## src/rtl/tdc_frac_norm.sv

```systemverilog
module tdc_frac_norm #(
  parameter int N = 32,
  parameter int F = 8,
  localparam int PW = $clog2(N),
  localparam int W  = PW + 1,
  localparam int CW = $clog2(F + 1)
) (
  input  logic          clk,
  input  logic          rst_n,
  input  logic          samp_stb,
  input  logic [N-1:0]  samp_vec,
  output logic [PW-1:0] rise_tap,
  output logic [W-1:0]  per_tap,
  output logic [F-1:0]  frac,
  output logic          frac_done,
  output logic          samp_bad
);

  logic [N-1:0] clk_true;

  for (genvar g = 0; g < N; g++) begin : g_pol
    if (g % 2 == 1) begin : g_odd
      assign clk_true[g] = ~samp_vec[g];
    end else begin : g_even
      assign clk_true[g] = samp_vec[g];
    end
  end

  logic [PW-1:0] r_pos, f_pos;
  logic          r_ok, f_ok;

  always_comb begin
    r_pos = '0;
    f_pos = '0;
    r_ok  = 1'b0;
    f_ok  = 1'b0;
    for (int i = N - 1; i >= 1; i--) begin
      if (!clk_true[i-1] && clk_true[i]) begin
        r_ok  = 1'b1;
        r_pos = PW'(i);
      end
      if (clk_true[i-1] && !clk_true[i]) begin
        f_ok  = 1'b1;
        f_pos = PW'(i);
      end
    end
  end

  wire [PW-1:0] half   = (r_pos > f_pos) ? r_pos - f_pos : f_pos - r_pos;
  wire [W-1:0]  period = {half, 1'b0};
  wire          snap_ok = r_ok & f_ok;

  logic          busy, sat;
  logic [CW-1:0] cnt;
  logic [W-1:0]  rem;
  logic [F-1:0]  quo;

  wire           accept = samp_stb & ~busy;
  wire [W:0]     rem_sh = {rem, 1'b0};
  wire           ge     = rem_sh >= {1'b0, per_tap};
  wire [W:0]     rem_nx = ge ? rem_sh - {1'b0, per_tap} : rem_sh;
  wire [F-1:0]   quo_nx = {quo[F-2:0], ge};

  always_ff @(posedge clk) begin
    if (!rst_n) begin
      busy      <= 1'b0;
      sat       <= 1'b0;
      cnt       <= '0;
      rem       <= '0;
      quo       <= '0;
      rise_tap  <= '0;
      per_tap   <= '0;
      frac      <= '0;
      frac_done <= 1'b0;
      samp_bad  <= 1'b0;
    end else begin
      frac_done <= 1'b0;
      samp_bad  <= 1'b0;
      if (accept) begin
        if (snap_ok) begin
          rise_tap <= r_pos;
          per_tap  <= period;
          rem      <= W'(r_pos);
          sat      <= W'(r_pos) >= period;
          quo      <= '0;
          cnt      <= '0;
          busy     <= 1'b1;
        end else begin
          samp_bad <= 1'b1;
        end
      end else if (busy) begin
        rem <= rem_nx[W-1:0];
        quo <= quo_nx;
        cnt <= cnt + 1'b1;
        if (cnt == CW'(F - 1)) begin
          busy      <= 1'b0;
          frac_done <= 1'b1;
          frac      <= sat ? '1 : quo_nx;
        end
      end
    end
  end

  p_bad_holds_r8: assert property (@(posedge clk) disable iff (!rst_n)
    samp_bad |-> $stable(rise_tap) && $stable(per_tap) && $stable(frac) && !frac_done);

  p_frac_only_on_done_r10: assert property (@(posedge clk) disable iff (!rst_n)
    !frac_done |-> $stable(frac));

  p_saturate_r6: assert property (@(posedge clk) disable iff (!rst_n)
    (frac_done && (W'(rise_tap) >= per_tap)) |-> (frac == '1));

  p_done_pulse_r7: assert property (@(posedge clk) disable iff (!rst_n)
    frac_done |=> !frac_done);

  p_done_after_busy_r7: assert property (@(posedge clk) disable iff (!rst_n)
    frac_done |-> $past(busy) && !busy);

  p_tap_moves_on_strobe_r9: assert property (@(posedge clk) disable iff (!rst_n)
    !$stable(rise_tap) |-> $past(samp_stb) && !$past(busy));

  p_period_nonzero_r4: assert property (@(posedge clk) disable iff (!rst_n)
    frac_done |-> per_tap != '0);

endmodule

```

## config.mk

```make
export PLATFORM = sky130hd
export DESIGN_NAME = tdc_frac_norm
export DESIGN_NICKNAME = d
export VERILOG_FILES = /design/src/rtl/tdc_frac_norm.sv
export SDC_FILE = /design/constraint.sdc
export NUM_CORES = 1
export LEC_CHECK = 0
export ABC_CLOCK_PERIOD_IN_PS = 11100
export BUFFER_PORTS_ARGS = -buffer_cell sky130_fd_sc_hd__buf_2
export CAP_MARGIN = 20
export CORE_MARGIN = 1.5
export CORE_UTILIZATION = 55
export CTS_CLUSTER_DIAMETER = 120
export DETAILED_ROUTE_END_ITERATION = 16
export PLACE_DENSITY = 0.78
export SLEW_MARGIN = 20
export SYNTH_ARGS = -nofsm -noshare
export SYNTH_HDL_FRONTEND = slang
export SYNTH_SLANG_ARGS = --single-unit
```

## constraint.sdc

```tcl
create_clock -name clk -period 11.1 [get_ports clk]
set_input_delay 0.555 -clock clk [delete_from_list [all_inputs] [get_ports clk]]
set_output_delay 0.555 -clock clk [all_outputs]
set_load 0.01 [all_outputs]
```

==> results of run 1 <==
state kept, by name, summed over array words and instances, names as in the netlist:
register	count
busy	1
rem	6
frac_done	1
sat	1
frac	8
rise_tap	5
quo	7
per_tap	5
cnt	4
samp_bad	1
cell families (layout without fill, tap and decap cells):
family	after synthesis	in the layout	share of synthesized area (%)
AO/OA/AOI/OAI	164	164	32.2
XOR/XNOR	6	6	1.47
adder cells (fa/ha/maj)	21	21	7.50
buffers and inverters	70	96	8.52
flip-flops	39	39	21.9
multiplexers	14	14	3.93
other	1	1	0.105
AND/OR/NAND/NOR	179	179	24.4
worst min-delay path: cells and delay by family (launching register included):
kind | cells | cell delay, ns
flip-flops | 1 | 0.31
AO/OA/AOI/OAI | 1 | 0.06
AND/OR/NAND/NOR | 1 | 0.04
synth_stat cells (2+ instances only):
cell | instances | area (µm²)
o21ai_0 | 33 | 165
o2bb2ai_1 | 3 | 26.3
nand2b_1 | 5 | 31.3
a21o_1 | 4 | 30.0
a21boi_0 | 8 | 60.1
buf_4 | 2 | 15.0
and3_1 | 9 | 56.3
nor4_1 | 2 | 12.5
xnor2_1 | 2 | 17.5
dfxtp_1 | 39 | 781
mux2i_1 | 14 | 140
a221oi_1 | 5 | 43.8
nor2_1 | 48 | 180
nor3_1 | 6 | 30.0
nand2_1 | 54 | 203
ha_1 | 19 | 238
buf_6 | 2 | 22.5
a32oi_1 | 3 | 26.3
a21oi_1 | 34 | 170
clkbuf_2 | 2 | 10.0
o221ai_1 | 3 | 26.3
or3_1 | 2 | 12.5
and2_1 | 8 | 50.1
nor2b_1 | 29 | 181
a222oi_1 | 3 | 30.0
o22ai_1 | 7 | 43.8
nand3_1 | 5 | 25.0
xor2_1 | 4 | 35.0
nor3b_1 | 2 | 15.0
a31oi_1 | 6 | 37.5
clkbuf_1 | 17 | 63.8
inv_1 | 33 | 124
a22oi_1 | 2 | 15.0
o21bai_1 | 7 | 52.6
a211oi_1 | 9 | 67.6
buf_2 | 13 | 65.1
o211a_1 | 10 | 100
nand3b_1 | 2 | 15.0
nor4b_1 | 2 | 17.5
o211ai_1 | 9 | 67.6
worst min-delay path by stage:
stage | from | to | slack (ns) | depth (start not counted)
final | rise_tap[0] | rise_tap[0] | 0.47 | 2
after global routing | rise_tap[0] | rise_tap[0] | 0.50 | 2
after CTS | rise_tap[0] | rise_tap[0] | 0.47 | 2
after detailed placement | rise_tap[0] | rise_tap[0] | 0.46 | 2
after global placement | cnt[3] | cnt[3] | 0.43 | 1
after floorplan | cnt[3] | cnt[3] | 0.42 | 1
per-stage QoR:
step	cells	power [µW]	worst slack (ns)	area (µm²)	utilization [%]
after floorplan	494	312	6.80	3570	-
after global placement	589	347	6.27	3760	59.5
after detailed placement	589	353	6.07	3760	59.5
after CTS	597	476	6.36	3870	61.4
after global routing	597	510	5.89	3870	61.4
final	597	476	6.26	3870	61.4
per-layer routing:
metal  vias up  GRT usage, %  wire length, µm
met5         -             0                0
met4         0          4.62               63
met3        10          3.56              359
met2        96          39.8             3850
met1      1657          34.3             4130
li1       1820             -                -
final cells by class:
cell class | count | area (µm²) | area share [%]
tap | 77 | 96.3 | 2.49
sequential | 39 | 781 | 20.1
clock buffer | 5 | 68.8 | 1.78
multi-input combinational | 385 | 2480 | 64.1
timing repair buffer | 54 | 270 | 6.97
clock inverter | 3 | 47.5 | 1.23
inverter | 34 | 128 | 3.29
power groups by stage:
stage	Clock (µW)	Combinational [µW]	Sequential, µW
after floorplan	0	154	158
after global placement	0	187	160
after detailed placement	0	193	160
after CTS	124	195	157
after global routing	131	221	158
final	122	197	157
==> metrics.md, run 1 <==
| Metric | Value |
|---|---|
| Synthesis Warnings | 0 |
| Cell-internal power | 298 µW |
| Post-synthesis cell type count | 67 |
| Register area share after synthesis | around 22% |
| Reg2reg path depth | 4 |
| Syn Area/Cell | a little over 7 µm² |
| Initial Util | around 57% |
| Final hold violations | 0 |
| Diode count | 0 |
| Initial antenna violation count | 0 |
| Critical path class | primary input to flip-flop |
| Largest net degree at the start of global routing | 41 |
| Vias in the first global route | 3193 |
| First-pass GRT wire length | 14.4 mm |
| End of the critical path | sat |
| Clock Skew | ~0.011 ns |
| Initial DRC count | approximately 260 |
| Final setup viols | 0 |
| Vias | 3583 |
| # fillers | just over 600 |
| WL/cell | 14.1 µm |
| Critical path's top delay family | compound AO/OA/AOI/OAI gates |
| Minimum clock period | between 4 and 5 ns |
| GPL Wtd Cong | 0.906 |
| Psw | about 180 µW |
| DPL Wire Length | between 6 and 7 mm |
| Die Y | between 80 and 90 µm |
| DIE AREA | approximately 7000 µm² |
| CTS H-Tree Depth | 2 |
| WHS | between 0.4 and 0.5 ns |
| Main synth FF type | dfxtp_1 |
| Async SR Flop Fraction | 0% |
| Max Buffers Root-to-Sink | 2 |
| Maximum vdd drop | approximately 0.11 mV |
| Synth Instances | ~490 |
| TritonCTS clock tree | built |
| Final period util | a little over two fifths |
| Slowest-stage cell, CP | a21boi_0 |
| Reg2Reg Setup Slack | between 8 and 9 ns |
| Final Max Tran Viols | 0 |
| TritonRoute pass-1 iters | 5 |
| Post-Route WL | roughly 8.4 mm |
| Crit path DAT | about 5 ns |
| Post-synth EDFFs | 0 |
| Switch share | ~37% |
| Commonest cells after routing, fill and taps aside | nand2_1, buf_2, nor2_1 |
| TNS Setup | 0 ns |
| Worst Setup Start Kind | primary input |
| Max-slew headroom | approximately 36% |
| Synth-to-Final Area Change | 8.59% |
| Worst path max stage delay | between 0.5 and 0.6 ns |
| Worst setup EP type | flip-flop |
| Post-CTS setup repair buffer count | 0 |
| Clock latency on the worst-skew pair | around 0.30 ns |
| Post-synthesis net count | approximately 550 |
| Critical Path Source | samp_vec[26] |
| Combinational fraction of design power | between 40 and 50% |
| Clock Sink Count | 39 |
| Status | finished clean |
| Input/output buffers | 54 |
| Vias per inst | 6.00 |
| Power per cell area | between 100 and 150 nW/µm² |
| Row cnt | 29 |
| Netlist Area Pre-Place | roughly 3600 µm² |
| GR Util All Layers | 24.3% |
| Clock-pin slew on the worst setup and hold paths | 0.08 ns |
| Register bit total from synthesis | 39 |
| Core area | between 6000 and 7000 µm² |
| Die Wd | about 84 µm |
| Final ANT Viol Nets | 0 |
| Crit-path cells | buf_2, mux2i_1, and3_1, o21bai_1, a21boi_0, o21bai_1, a21boi_0, inv_1, ha_1, nand2_1, nor2_1, a211oi_2, o41ai_4, mux2i_1, xor2_1, ha_1, or3_1, a21oi_1, or3_1, o31ai_1 |
| Cts repair resizes | 0 |
| CP Buf/Inv Count | 2 |
| Worst r2r dst | frac[7] |
| DRC errors left | 0 |
| Ports | 56 |
| Hold buffers post-CTS | 0 |
| Layout cells sized above 1 | between 10% and 20% |
| Clock power share | between 20% and 30% |
| TritonCTS buffer count | 5 |
| Worst r2r src | busy |
| CP max FO | 8 |
| P_leak | approximately 0.0018 µW |
| RSZ-0062 raised after global routing | no |
| Worst path required time | approximately 11 ns |
| Sequential share of power | ~33% |
| Fin nets | 574 |
| CTS root buffer | clkbuf_8 |
| CP Depth | 20 |
| Max cap viols | 0 |
| Tightest Hold Check Type | flip-flop to flip-flop |
| Remaining Overflow, GRT | 0 |
| Max Freq | about 0.21 GHz |
| Worst Tran Pin Value | approximately 0.96 ns |
(Power assumes the default switching activity.)
==> run 2: changes to the inputs <==
Settings changed: ABC_CLOCK_PERIOD_IN_PS 11100 to 3960, CORE_UTILIZATION 55 to 52, PLACE_DENSITY 0.78 to 0.77.
Clock period 11.1 ns to 3.96 ns, I/O delays scaled along.
==> run 2 against run 1 <==
  * The flow now finishes with violations (negative setup slack)
  * Combinational power increased to 3.4 times the previous value
  * Cell count grew 13%
  * Count of clock-buffer cells in the layout unchanged
  * Critical path type unchanged
==> metrics.md, run 2 (synthesized netlist as in run 1, its figures left out) <==
| Metric | Value |
|---|---|
| WL/cell | 14.2 µm |
| Max-slew headroom | 32.6% |
| Vias | ~3900 |
| Clock latency on the worst-skew pair | roughly 0.30 ns |
| Worst Setup Start Kind | primary input |
| Tightest Hold Check Type | primary input to flip-flop |
| Crit path DAT | 4.18 ns |
| Worst hold start | samp_stb |
| Slowest-stage cell, CP | a222oi_1 |
| Final setup viols | 1 |
| Die Wd | 85.8 µm |
| Setup WS post-layout | -0.00948 ns |
| Remaining Overflow, GRT | 0 |
| Power per cell area | about 320 nW/µm² |
| RSZ-0062 raised after global routing | yes |
| Worst setup EP type | flip-flop |
| Sequential share of power | between 30% and 40% |
| P_leak | ~0.0022 µW |
| Core area | roughly 6700 µm² |
| Commonest non-fill, non-tap cell in the layout | buf_4 |
| GR Util All Layers | roughly 26% |
| Clock Sink Count | 39 |
| Max Freq | ~0.25 GHz |
| Worst path required time | ~4.2 ns |
| Critical Path Source | samp_vec[19] |
| Clock-pin slew on the worst setup and hold paths | roughly 0.080 ns |
| Largest net degree at the start of global routing | between 40 and 50 |
| Reg with most FFs | frac |
| Final Max Tran Viols | 0 |
| DR top layer | met4 |
| Fin nets | between 600 and 700 |
| Worst r2r src | busy |
| Post-Route WL | between 9 and 10 mm |
| Vias per inst | a little under 6 |
| Crit-path cells | buf_2, a222oi_1, a211oi_2, a211oi_2, o31a_1, nor3_1, o22a_1, o21ai_2, nand2_1, ha_1, nand2_1, nor2_2, nor2_1, o41ai_4, mux2i_1, xnor2_1, ha_2, or3_1, a21oi_1, or3_1, o31ai_1 |
| Cell-internal power | just over 900 µW |
| GPL Wtd Cong | 0.903 |
| Input/output buffers | 54 |
| DIE AREA | roughly 7400 µm² |
| Die Y | 85.8 µm |
| Initial antenna violation count | 0 |
| M1 wire length | 4.36 mm |
| CTS root buffer | clkbuf_8 |
| TritonRoute pass-1 iters | 5 |
| DPL Wire Length | 7.18 mm |
| Pre-CTS setup slack | -0.396 ns |
| Diode count | 0 |
| Psw | between 500 and 600 µW |
| Critical path class | primary input to flip-flop |
| TritonCTS buffer count | 5 |
| Row cnt | 30 |
| Largest regs | frac (8), quo (7), rem (6) |
| Maximum vdd drop | 0.220 mV |
| Max Buffers Root-to-Sink | 2 |
| # fillers | about 570 |
| Final ANT Viol Nets | 0 |
| CTS H-Tree Depth | 2 |
| CP Buf/Inv Count | 1 |
| Metal2 WL | about 4.5 mm |
| Failing checks | negative setup slack |
| TNS Setup | -0.00948 ns |
| Minimum clock period | about 4 ns |
| Initial DRC count | 277 |
| Commonest cells after routing, fill and taps aside | buf_4, nand2_1, buf_2 |
| Vias in the first global route | approximately 3600 |
| Final hold violations | 0 |
| Met3 wire len | roughly 530 µm |
| Worst Tran Pin Value | between 1 and 1.5 ns |
| Layout cells sized above 1 | between 20% and 30% |
| Synth-to-Final Area Change | 25.0% |
| Clock Skew | 0.00996 ns |
| Max FFs per register | 8 |
| CP max FO | 5 |
| Max cap viols | 0 |
| Clock power share | between 20% and 30% |
| First-pass GRT wire length | roughly 16 mm |
| Ports | 56 |
| DRC errors left | 0 |
| TritonCTS clock tree | built |
| Combinational fraction of design power | between 40% and 50% |
| Initial Util | around 53% |
| Status | finished with violations |
| Critical path's top delay family | compound AO/OA/AOI/OAI gates |
| Final period util | 100% |
| Switch share | 36.5% |
| Worst path max stage delay | around 0.38 ns |
run 2: cell count changes in the layout (fill, tap and decap cells not counted), moves of 2 or more:
cell,delta
buf_4,+74
a211oi_1,-2
o21ai_2,+2
a211oi_2,+2
ha_2,+2
ha_1,-2
o21ai_0,-2
run 2: final timing paths:
path                                  to  slack (ns)  depth (start not counted)
worst max-delay path                 sat      -0.009                         21
worst min-delay path            samp_bad        0.32                          4
worst min register to register    cnt[3]        0.46                          1
worst max register to register   frac[6]        1.68                          4
run 2: power groups by stage:
stage | Clock (µW) | Combinational, µW | Sequential, µW
6_report | 333 | 674 | 442
5_1_grt | 355 | 745 | 444
4_1_cts | 339 | 649 | 441
3_5_place_dp | 0 | 631 | 450
3_3_place_gp | 0 | 612 | 448
2_1_floorplan | 0 | 431 | 444
run 2: layout make-up:
class                           count  area [µm²]  area share, %
Clock buffer                        5        68.8           1.54
Clock inverter                      3        43.8          0.982
Inverter                           34         128           2.86
Multi-Input combinational cell    385        2510           56.4
Sequential cell                    39         781           17.5
Tap cell                           80         100           2.24
Timing Repair Buffer              128         826           18.5
run 2: worst reg2reg max path, cell delays in order (launching register included):
cell and delay [ns]:
dfxtp_1 0.68, inv_1 0.34, nor2_1 0.85, nand2_1 0.14
o211a_1 0.18
run 2: repair_timing:
action / in CTS / in global routing
endpoints found under the setup margin: 1 / 1
pin swaps: 1 / 9
buffers inserted: 1 / 1
hold buffers: 0 / 0
endpoints found under the hold margin: 0 / 0
resized for setup: 2 / 9
run 2: per-stage QoR:
step / hold slack, ns / cell area (µm²) / total power [µW] / cells / utilization (%)
global placement: 0.439 / 4300 / 1060 / 664 / 64.0
global route: 0.357 / 4460 / 1540 / 674 / 66.4
CTS: 0.308 / 4430 / 1430 / 673 / 65.9
detailed placement: 0.448 / 4300 / 1080 / 664 / 64.0
finish: 0.320 / 4460 / 1450 / 674 / 66.4
floorplan: 0.419 / 3570 / 876 / 494 / -
run 2: metal layers:
| layer | global-route usage (%) | up-vias |
|---|---|---|
| li1 | - | 1965 |
| met1 | 34.5 | 1828 |
| met2 | 42.8 | 124 |
| met3 | 4.43 | 19 |
| met4 | 6.45 | 0 |
| met5 | 0 | - |
==> run 3: changes to the inputs <==
Settings changed: SETUP_SLACK_MARGIN set to 0.1.
==> run 3 against run 2 <==
  * The run now ends clean
  * Via count shrank 1.9%
  * Sequential share of layout area increased by 0.36 points
  * Critical path depth did not move
  * Worst setup slack gained 0.040 ns
  * Clock power hardly changed
  * Cell area is 2.0% lower
  * Fmax is 1.0% higher
  * Wire length shrank 1.7%
  * Critical path type unchanged
  * Largest cell class unchanged
==> metrics.md, run 3 (synthesized netlist as in run 1, its figures left out) <==
| Metric | Value |
|---|---|
| Status | finished clean |
| Row cnt | 30 |
| Commonest cells after routing, fill and taps aside | buf_4, nand2_1, buf_2 |
| Initial Util | a little over half |
| Fin nets | roughly 630 |
| Worst path max stage delay | 0.40 ns |
| Vias | roughly 3900 |
| Worst Setup Start Kind | primary input |
| Reg2reg path depth | 4 |
| DIE AREA | between 7000 and 8000 µm² |
| Critical path's top delay family | compound AO/OA/AOI/OAI gates |
| CP Buf/Inv Count | 2 |
| Crit path DAT | between 4 and 5 ns |
| Metal2 WL | about 4.5 mm |
| Worst r2r dst | frac[2] |
| Largest regs | frac (8), quo (7), rem (6) |
| Max Buffers Root-to-Sink | 2 |
| Sequential share of power | a little under a third |
| Largest net degree at the start of global routing | 41 |
| GPL Wtd Cong | between 0.9 and 1 |
| TritonCTS buffer count | 5 |
| DR top layer | met4 |
| Remaining Overflow, GRT | 0 |
| Final period util | between 90 and 100% |
| Fin area | approximately 4400 µm² |
| TritonCTS clock tree | built |
| Commonest non-fill, non-tap cell in the layout | buf_4 |
| Worst r2r src | busy |
| Tightest Hold Check Type | primary input to flip-flop |
| Max Freq | roughly 0.25 GHz |
| Slowest-stage cell, CP | a222oi_1 |
| Ports | 56 |
| Clock Sink Count | 39 |
| Clock-pin slew on the worst setup and hold paths | ~0.08 ns |
| First-pass GRT wire length | approximately 16 mm |
| CP Depth | 21 |
| Initial DRC count | 223 |
| DPL Wire Length | between 7 and 8 mm |
| Final ANT Viol Nets | 0 |
| End of the critical path | sat |
| WHS | between 0.3 and 0.4 ns |
| CP max FO | 5 |
| Core area | between 6000 and 7000 µm² |
| Clock power share | 23.6% |
| WL/cell | 14.2 µm |
| Worst Tran Pin Value | just over 1 ns |
| TritonRoute pass-1 iters | 5 |
| Layout cells sized above 1 | 23.4% |
| Die Wd | 85.8 µm |
| CTS H-Tree Depth | 2 |
| Final hold violations | 0 |
| Placement Cell Area | ~4300 µm² |
| Maximum vdd drop | roughly 0.14 mV |
| Post-CTS setup repair buffer count | 0 |
| Worst setup EP type | flip-flop |
| Max FFs per register | 8 |
| Final Max Tran Viols | 0 |
| GR Util All Layers | between 20% and 30% |
| CTS root buffer | clkbuf_8 |
| Met3 wire len | approximately 460 µm |
| P_leak | 0.00210 µW |
| Max cap viols | 0 |
| Combinational fraction of design power | a little under half |
| Clock latency on the worst-skew pair | roughly 0.3 ns |
| Placed Instances | 652 |
| Input/output buffers | 54 |
| Critical path class | primary input to flip-flop |
| Synth-to-Final Area Change | 22.5% |
| Switch share | between 30% and 40% |
| Vias per inst | roughly 5.9 |
| Initial antenna violation count | 0 |
| Psw | approximately 500 µW |
| Minimum clock period | around 3.9 ns |
| Power per cell area | approximately 320 nW/µm² |
| Worst path required time | roughly 4.2 ns |
| Post-Route WL | ~9.4 mm |
| Clock Skew | between 0.005 and 0.006 ns |
| Final setup viols | 0 |
| Diode count | 0 |
| M1 wire length | ~4.2 mm |
| Max-slew headroom | 31.6% |
| Vias in the first global route | 3580 |
| Die Y | 85.8 µm |
| Cell-internal power | roughly 900 µW |
| Reg with most FFs | frac |
| RSZ-0062 raised after global routing | yes |
| Critical Path Source | samp_vec[18] |
| DRC errors left | 0 |
| Crit-path cells | buf_2, a222oi_1, a211oi_2, a211oi_1, o31a_1, nor3_1, o22a_1, o21ai_1, nand2_1, ha_1, nand2_1, nor2_2, nor2_1, o41ai_4, buf_4, mux2i_1, ha_1, or3_1, a21oi_1, or3_1, o31ai_1 |
| Fin cells | 660 |
| Reg2Reg Setup Slack | around 1.7 ns |
## run 3: cell count changes in the layout (fill, tap and decap cells not counted)
cell and change:
buf_12 +2, o21ai_1 +3, nor2_1 -1, a2111oi_2 +1, nor3_2 -1, a211oi_2 -1
nor3_1 +1, o21ai_2 -2, nor2_2 +1, a2111oi_0 -1, buf_4 -16, o21ai_0 -1
a211oi_1 +1
## run 3: final cells by class
class	count	area (µm²)
Fill cell	587	2350
Inverter	34	128
Clock inverter	3	43.8
Tap cell	80	100
Timing Repair Buffer	114	746
Sequential cell	39	781
Multi-Input combinational cell	385	2500
Clock buffer	5	68.8
## run 3: metrics by stage
step | total power, µW | utilization [%] | setup slack, ns | setup TNS (ns)
5_1_grt | 1510 | 65.1 | -0.217 | -0.217
3_5_place_dp | 1080 | 63.3 | -0.169 | -0.169
3_3_place_gp | 1060 | 63.3 | -0.0566 | -0.0566
4_1_cts | 1410 | 65.0 | 0.130 | 0
2_1_floorplan | 879 | - | 0.0982 | 0
6_report | 1410 | 65.1 | 0.0303 | 0
## run 3: worst min path at each step
stage	from	to	slack, ns	cells after the start
after floorplan	cnt[3]	cnt[3]	0.42	1
after global placement	cnt[3]	cnt[3]	0.45	1
after detailed placement	cnt[3]	cnt[3]	0.45	1
after CTS	samp_stb	samp_bad	0.31	4
after global routing	samp_stb	samp_bad	0.35	4
final	samp_stb	samp_bad	0.34	4
## run 3: what timing repair did
action,in CTS,in global routing
gates resized for setup,0,1
hold buffers,0,0
endpoints found under the setup margin,0,1
## run 3: per-layer routing
metal  up-vias  GRT usage (%)
met4         0           9.68
met3        23           4.23
li1       1942              -
met2       114           43.8
met1      1783           32.3
met5         -              0
## run 3: power by group through the flow
stage | Combinational (µW) | Clock, µW | Sequential [µW]
after global placement | 609 | 0 | 447
after CTS | 633 | 337 | 440
after global routing | 714 | 348 | 444
after detailed placement | 628 | 0 | 449
after floorplan | 435 | 0 | 444
final | 641 | 333 | 441
## run 3: worst reg2reg max path, cell delays in order (launching register included)
cell	delay (ns)
dfxtp_1	0.65
inv_1	0.34
nor2_1	0.86
nand2_1	0.16
o211a_1	0.20
